### src/rtl/bias_loop_pkg.sv
package bias_loop_pkg;

  // Width of the sub-step counter; must hold the largest step count.
  localparam int STEP_W = 8;

  // Decoded settling selection.
  typedef struct packed {
    logic              valid;
    logic [STEP_W-1:0] steps;
  } step_cfg_t;

endpackage

### src/rtl/bias_step_lut.sv
module bias_step_lut #(
  parameter int SET_W = 4
) (
  input  logic [SET_W-1:0]        code,
  output bias_loop_pkg::step_cfg_t cfg
);
  import bias_loop_pkg::*;

  // Each sub-step lasts one control period, so steps = ramp time / period.
  always_comb begin
    cfg.valid = 1'b1;
    case (code)
      SET_W'(0):  cfg.steps = STEP_W'(4);
      SET_W'(1):  cfg.steps = STEP_W'(8);
      SET_W'(2):  cfg.steps = STEP_W'(12);
      SET_W'(3):  cfg.steps = STEP_W'(16);
      SET_W'(4):  cfg.steps = STEP_W'(24);
      SET_W'(5):  cfg.steps = STEP_W'(32);
      SET_W'(6):  cfg.steps = STEP_W'(48);
      SET_W'(7):  cfg.steps = STEP_W'(64);
      SET_W'(8):  cfg.steps = STEP_W'(96);
      SET_W'(9):  cfg.steps = STEP_W'(128);
      SET_W'(10): cfg.steps = STEP_W'(144);
      default: begin
        cfg.valid = 1'b0;
        cfg.steps = '0;
      end
    endcase
  end

endmodule

### src/rtl/bias_ramp_gen.sv
module bias_ramp_gen #(
  parameter int CODE_W = 12
) (
  input  logic                     clk,
  input  logic                     rst_n,
  input  logic                     tick,
  input  logic [CODE_W-1:0]        target,
  input  bias_loop_pkg::step_cfg_t cfg,
  output logic [CODE_W-1:0]        setpoint,
  output logic                     busy,
  output logic                     capture,
  output logic [CODE_W-1:0]        tgt_q
);
  import bias_loop_pkg::*;

  localparam int DW = CODE_W + 1;  // signed distance width

  logic [CODE_W-1:0] sp_q, sp_n, tgt_n;
  logic [STEP_W-1:0] cnt_q, cnt_n;
  logic signed [DW-1:0] inc_q, inc_n;
  logic busy_q, busy_n;

  logic signed [DW-1:0] delta, divisor, inc_calc, sum_s;
  logic                 upd_en;

  assign capture  = (target != tgt_q);
  assign delta    = $signed({1'b0, target}) - $signed({1'b0, sp_q});
  assign divisor  = cfg.valid ? $signed({{(DW-STEP_W){1'b0}}, cfg.steps})
                              : $signed(DW'(1));
  assign inc_calc = delta / divisor;
  assign sum_s    = $signed({1'b0, sp_q}) + inc_q;
  assign upd_en   = capture | tick;

  always_comb begin
    sp_n   = sp_q;
    tgt_n  = tgt_q;
    cnt_n  = cnt_q;
    inc_n  = inc_q;
    busy_n = busy_q;
    if (capture) begin
      // New target wins over a coincident tick: no step this cycle.
      tgt_n = target;
      if (delta == '0) begin
        cnt_n  = '0;
        busy_n = 1'b0;
      end else if (!cfg.valid) begin
        cnt_n = STEP_W'(1);
        inc_n = '0;
      end else begin
        cnt_n = cfg.steps;
        inc_n = inc_calc;
      end
    end else if (tick) begin
      if (!cfg.valid) begin
        sp_n   = tgt_q;
        cnt_n  = '0;
        busy_n = 1'b0;
      end else if (cnt_q != '0) begin
        if (cnt_q == STEP_W'(1)) begin
          sp_n   = tgt_q;
          busy_n = 1'b0;
        end else begin
          sp_n   = sum_s[CODE_W-1:0];
          busy_n = 1'b1;
        end
        cnt_n = cnt_q - STEP_W'(1);
      end
    end
  end

  always_ff @(posedge clk or negedge rst_n) begin
    if (!rst_n) begin
      sp_q   <= '0;
      tgt_q  <= '0;
      cnt_q  <= '0;
      inc_q  <= '0;
      busy_q <= 1'b0;
    end else if (upd_en) begin
      sp_q   <= sp_n;
      tgt_q  <= tgt_n;
      cnt_q  <= cnt_n;
      inc_q  <= inc_n;
      busy_q <= busy_n;
    end
  end

  assign setpoint = sp_q;
  assign busy     = busy_q;

endmodule

### src/rtl/bias_err_integrator.sv
module bias_err_integrator #(
  parameter int CODE_W = 12
) (
  input  logic              clk,
  input  logic              rst_n,
  input  logic              tick,
  input  logic              loop_en,
  input  logic [CODE_W-1:0] setpoint,
  input  logic [CODE_W-1:0] adc,
  output logic [CODE_W-1:0] acc
);
  localparam int SUM_W = CODE_W + 2;
  localparam logic signed [SUM_W-1:0] TOP_S = SUM_W'((1 << CODE_W) - 1);

  logic [CODE_W-1:0] acc_q, acc_n;
  logic signed [SUM_W-1:0] sum_s;
  logic upd_en;

  assign sum_s  = $signed({2'b00, acc_q}) + $signed({2'b00, setpoint})
                - $signed({2'b00, adc});
  assign upd_en = tick | ~loop_en;

  always_comb begin
    if (!loop_en)         acc_n = '0;
    else if (sum_s < 0)   acc_n = '0;
    else if (sum_s > TOP_S) acc_n = '1;
    else                  acc_n = sum_s[CODE_W-1:0];
  end

  always_ff @(posedge clk or negedge rst_n) begin
    if (!rst_n)      acc_q <= '0;
    else if (upd_en) acc_q <= acc_n;
  end

  assign acc = acc_q;

endmodule

### src/rtl/bias_ramp_loop.sv
module bias_ramp_loop #(
  parameter int CODE_W = 12,
  parameter int SET_W  = 4
) (
  input  logic              clk,
  input  logic              rst_n,
  input  logic              tick,
  input  logic [CODE_W-1:0] target,
  input  logic [SET_W-1:0]  setting,
  input  logic [CODE_W-1:0] adc,
  input  logic              loop_en,
  output logic [CODE_W-1:0] setpoint,
  output logic [CODE_W-1:0] dac,
  output logic              busy,
  output logic              bad_setting
);
  import bias_loop_pkg::*;

  step_cfg_t         cfg;
  logic              capture;
  logic [CODE_W-1:0] tgt_q;
  logic              bad_q, bad_n;

  bias_step_lut #(.SET_W(SET_W)) u_lut (
    .code (setting),
    .cfg  (cfg)
  );

  bias_ramp_gen #(.CODE_W(CODE_W)) u_ramp (
    .clk      (clk),
    .rst_n    (rst_n),
    .tick     (tick),
    .target   (target),
    .cfg      (cfg),
    .setpoint (setpoint),
    .busy     (busy),
    .capture  (capture),
    .tgt_q    (tgt_q)
  );

  bias_err_integrator #(.CODE_W(CODE_W)) u_int (
    .clk      (clk),
    .rst_n    (rst_n),
    .tick     (tick),
    .loop_en  (loop_en),
    .setpoint (setpoint),
    .adc      (adc),
    .acc      (dac)
  );

  assign bad_n = ~cfg.valid;

  always_ff @(posedge clk or negedge rst_n) begin
    if (!rst_n) bad_q <= 1'b0;
    else        bad_q <= bad_n;
  end

  assign bad_setting = bad_q;

endmodule

### config.mk
export PLATFORM = sky130hd
export DESIGN_NAME = bias_ramp_loop
export DESIGN_NICKNAME = d
export VERILOG_FILES = /design/src/rtl/bias_loop_pkg.sv /design/src/rtl/bias_step_lut.sv /design/src/rtl/bias_ramp_gen.sv /design/src/rtl/bias_err_integrator.sv /design/src/rtl/bias_ramp_loop.sv
export SDC_FILE = /design/constraint.sdc
export NUM_CORES = 1
export LEC_CHECK = 0
export BUFFER_PORTS_ARGS = -buffer_cell sky130_fd_sc_hd__buf_2
export CAP_MARGIN = 20
export CORE_MARGIN = 2
export CORE_UTILIZATION = 50
export DETAILED_ROUTE_END_ITERATION = 6
export PLACE_DENSITY = 0.78
export SLEW_MARGIN = 5
export SYNTH_ARGS = -nofsm -noshare
export SYNTH_HDL_FRONTEND = slang
export SYNTH_SLANG_ARGS = --single-unit
### constraint.sdc
create_clock -name clk -period 30.8 [get_ports clk]
set_input_delay 6.16 -clock clk [delete_from_list [all_inputs] [get_ports clk]]
set_output_delay 6.16 -clock clk [all_outputs]
set_load 0.005 [all_outputs]
==> metrics.md <==
| Metric | Value |
|---|---|
| DR pass1 iterations | 5 |
| Synth async-reset ratio | between 90% and 100% |
| GRT overflow | 0 |
| Fin crit period | 29.41 ns |
| Rows | around 50 |
| Die area | between 15000 and 20000 µm² |
| FMAX | between 0.03 and 0.04 GHz |
| Layout cell share with drive strength beyond 1 | about 14% |
| Primary FF master, synth | dfrtp_1 |
| Largest net degree at the start of global routing | 59 |
| HPWL after DPL | 20.2 mm |
| Cells after Synth | between 1000 and 1500 |
| Antenna-violating nets left | 0 |
| Worst min-delay path class | reg2reg |
| Post-DR wirelength/cell | between 15 and 20 µm |
| Chip width | between 100 and 150 µm |
| CP dominant cell by count | ha_1 |
| Root buf cell | clkbuf_16 |
| Starting Density | roughly half |
| Ports | just under 60 |
| Crit path max fanout | 12 |
| Most frequent cells in the layout | nand2_1, nor2_1, ha_1, a21oi_1, inv_1 |
| Commonest non-fill, non-tap cell in the layout | nand2_1 |
| Hold Fails Final Rpt | 0 |
| Crit path launch type | input pin |
| Iteration-0 DRC count of the detailed router | around 650 |
| Hold Buf Count CTS | 0 |
| Max Slew Vio Count | 0 |
| Slowest CP cell | or4bb_1 |
| CP max stage delay | between 0.5 and 0.6 ns |
| Met3 Usage GRT | roughly 2.5% |
| Critical Path RT | about 31 ns |
| Core Region | 18100 µm² |
| Final Core Density | 57.2% |
| Fillers | about 1700 |
| Actual slew at the worst max-slew pin | roughly 1.0 ns |
| Multi-input gate area | 7480 µm² |
| DRC | 0 |
| Storage cell area | roughly 1500 µm² |
| Global route hottest layer | met2 |
| Final Skew | around 0.0071 ns |
| Initial antenna violation count | 0 |
| Met2 usage | a little over two fifths |
| P&R area growth vs syn | 11.5% |
| Post-layout nets | ~1400 |
| Vias in the first global route | 8548 |
| Total track usage | about a quarter |
| Port bufs | 57 |
| H-Tree Depth | 3 |
| CTS buffer count | 9 |
| GR Util met1 | between 30% and 40% |
| Critical path class | in2reg |
| Setup violations, final | 0 |
| Syn Nets | about 1400 |
| Slew HR | a little under a third |
| Worst-skew pair later-pin latency | around 0.33 ns |
| Post-synth EDFFs | 0 |
| WL final | between 20 and 30 mm |
| Number of max-cap violations | 0 |
| Final Cycle Share | 95.5% |
| Endpoint class of the critical path | flip-flop |
| Netlist cell types | 99 |
| Register area share after synthesis | about 16% |
| Synth warn | 0 |
| CTS tree | done |
| CTS clk-pin slew, worst paths | ~0.050 ns |
| GP Congestion | ~0.95 |
| Num Clock Sinks | slightly below 60 |
| Maximum buffer depth of the clock tree | 2 |
| Seq cells post-synth | 58 |
| Total number of vias | roughly 9200 |
| Number of vias per cell | roughly 6.1 |
| Synth Area per Inst | ~7.7 µm² |
| Global-route wire length before repair | 41.7 mm |
| Run status | complete, no violations |
| Ant. Diodes | 0 |
| WP data arrival | between 20 and 30 ns |
| Post-synth design cell area | between 9000 and 10000 µm² |
| Die Y | 140 µm |
[Yosys cell counts, types with 5 or more instances]
library cell | number | area share, %
nor2_1 | 119 | 4.8
nand2_1 | 117 | 4.7
ha_1 | 105 | 14
a21oi_1 | 104 | 5.6
inv_1 | 97 | 3.9
o21ai_0 | 74 | 4.0
dfrtp_1 | 58 | 16
xnor2_1 | 52 | 4.9
xor2_1 | 46 | 4.3
clkbuf_1 | 29 | 1.2
nand3_1 | 29 | 1.6
a21o_1 | 28 | 2.3
mux2i_1 | 24 | 2.6
nor2b_1 | 21 | 1.4
nor3_1 | 18 | 0.97
nand4_1 | 16 | 1.1
o21bai_1 | 16 | 1.3
fa_1 | 14 | 3.0
mux2_2 | 14 | 1.7
and2_1 | 13 | 0.87
and3_1 | 13 | 0.87
or3_1 | 13 | 0.87
a31oi_1 | 11 | 0.74
o21a_1 | 11 | 0.89
o211ai_1 | 10 | 0.81
nand2b_1 | 8 | 0.54
o22ai_1 | 8 | 0.54
o21ai_1 | 7 | 0.38
nor4_1 | 6 | 0.40
a211oi_1 | 5 | 0.40
a41oi_1 | 5 | 0.47
[worst max-delay path, delay by kind of cell]
family	cells	cell delay [ns]
simple gates	42	8.33
compound gates	27	6.51
fa+ha+maj	14	4.30
mux	8	2.40
buf+inv	11	1.32
xor+xnor	2	0.54
[per-layer routing]
metal,vias up,share of wire (%)
met1,4398,46
met3,42,6.1
li1,4478,-
met4,0,1.7
met5,-,0
met2,324,46
[metrics by stage]
step / instance area [µm²] / hold slack, ns / instances / TNS [ns] / setup WS (ns)
finish: 10400 / 0.503 / 1506 / 0 / 1.39
global route: 10400 / 0.534 / 1506 / -0.0287 / -0.0287
CTS: 10100 / 0.502 / 1490 / 0 / 0.265
detailed placement: 9840 / 0.491 / 1474 / -0.00744 / -0.00744
global placement: 9840 / 0.486 / 1474 / 0 / 0.715
floorplan: 9310 / 0.454 / 1209 / 0 / 2.49
[path summary, 6_finish.rpt]
path / start / endpoint / slack, ns / cells past startpoint
setup / recovery: target[0] / u_ramp.inc_q[10]$_DFFE_PN0P_ / 1.39 / 104
hold / removal: u_int.acc[1]$_DFFE_PN0P_ / u_int.acc[1]$_DFFE_PN0P_ / 0.50 / 2
setup reg to reg: u_ramp.setpoint[0]$_DFFE_PN0P_ / u_ramp.inc_q[10]$_DFFE_PN0P_ / 6.85 / 102
hold reg to reg: u_int.acc[1]$_DFFE_PN0P_ / u_int.acc[1]$_DFFE_PN0P_ / 0.50 / 2
max in group asynchronous: rst_n / u_ramp.cnt_q[2]$_DFFE_PN0P_ / 24.32 / 2
min in group asynchronous: rst_n / u_ramp.setpoint[11]$_DFFE_PN0P_ / 5.99 / 2
[repair_timing]
item                       in CTS  in global routing
setup endpoints to repair       0                 12
gates resized for setup         0                 31
buffers inserted                0                 15
[sequential cells by signal, indices dropped and copies added, names as in the netlist]
| register | cells |
|---|---|
| u_ramp.tgt_q | 12 |
| u_ramp.busy | 1 |
| u_ramp.cnt_q | 8 |
| bad_setting | 1 |
| u_ramp.inc_q | 12 |
| u_int.acc | 12 |
| u_ramp.setpoint | 12 |
[area by class of cell]
type,count,share of cell area (%)
clock buffer,13,2.41
multi-input combinational,1018,72.1
inverter,98,3.57
clock inverter,3,0.145
timing repair buffer,87,5.04
tap,229,2.76
sequential,58,14.0
[cells by family after synthesis]
| group | after synthesis | synth area share (%) |
|---|---|---|
| adders and majority gates | 119 | 17.1 |
| AOI/OAI and AO/OA | 349 | 25.8 |
| and+or+nand+nor | 409 | 21.7 |
| muxes | 42 | 4.89 |
| buffers and inverters | 134 | 5.78 |
| xor gates and xnor gates | 98 | 9.22 |
| DFF | 58 | 15.6 |
Power is not shown: default switching activity piles up to over one toggle a cycle in this logic, so the estimate is an artifact.
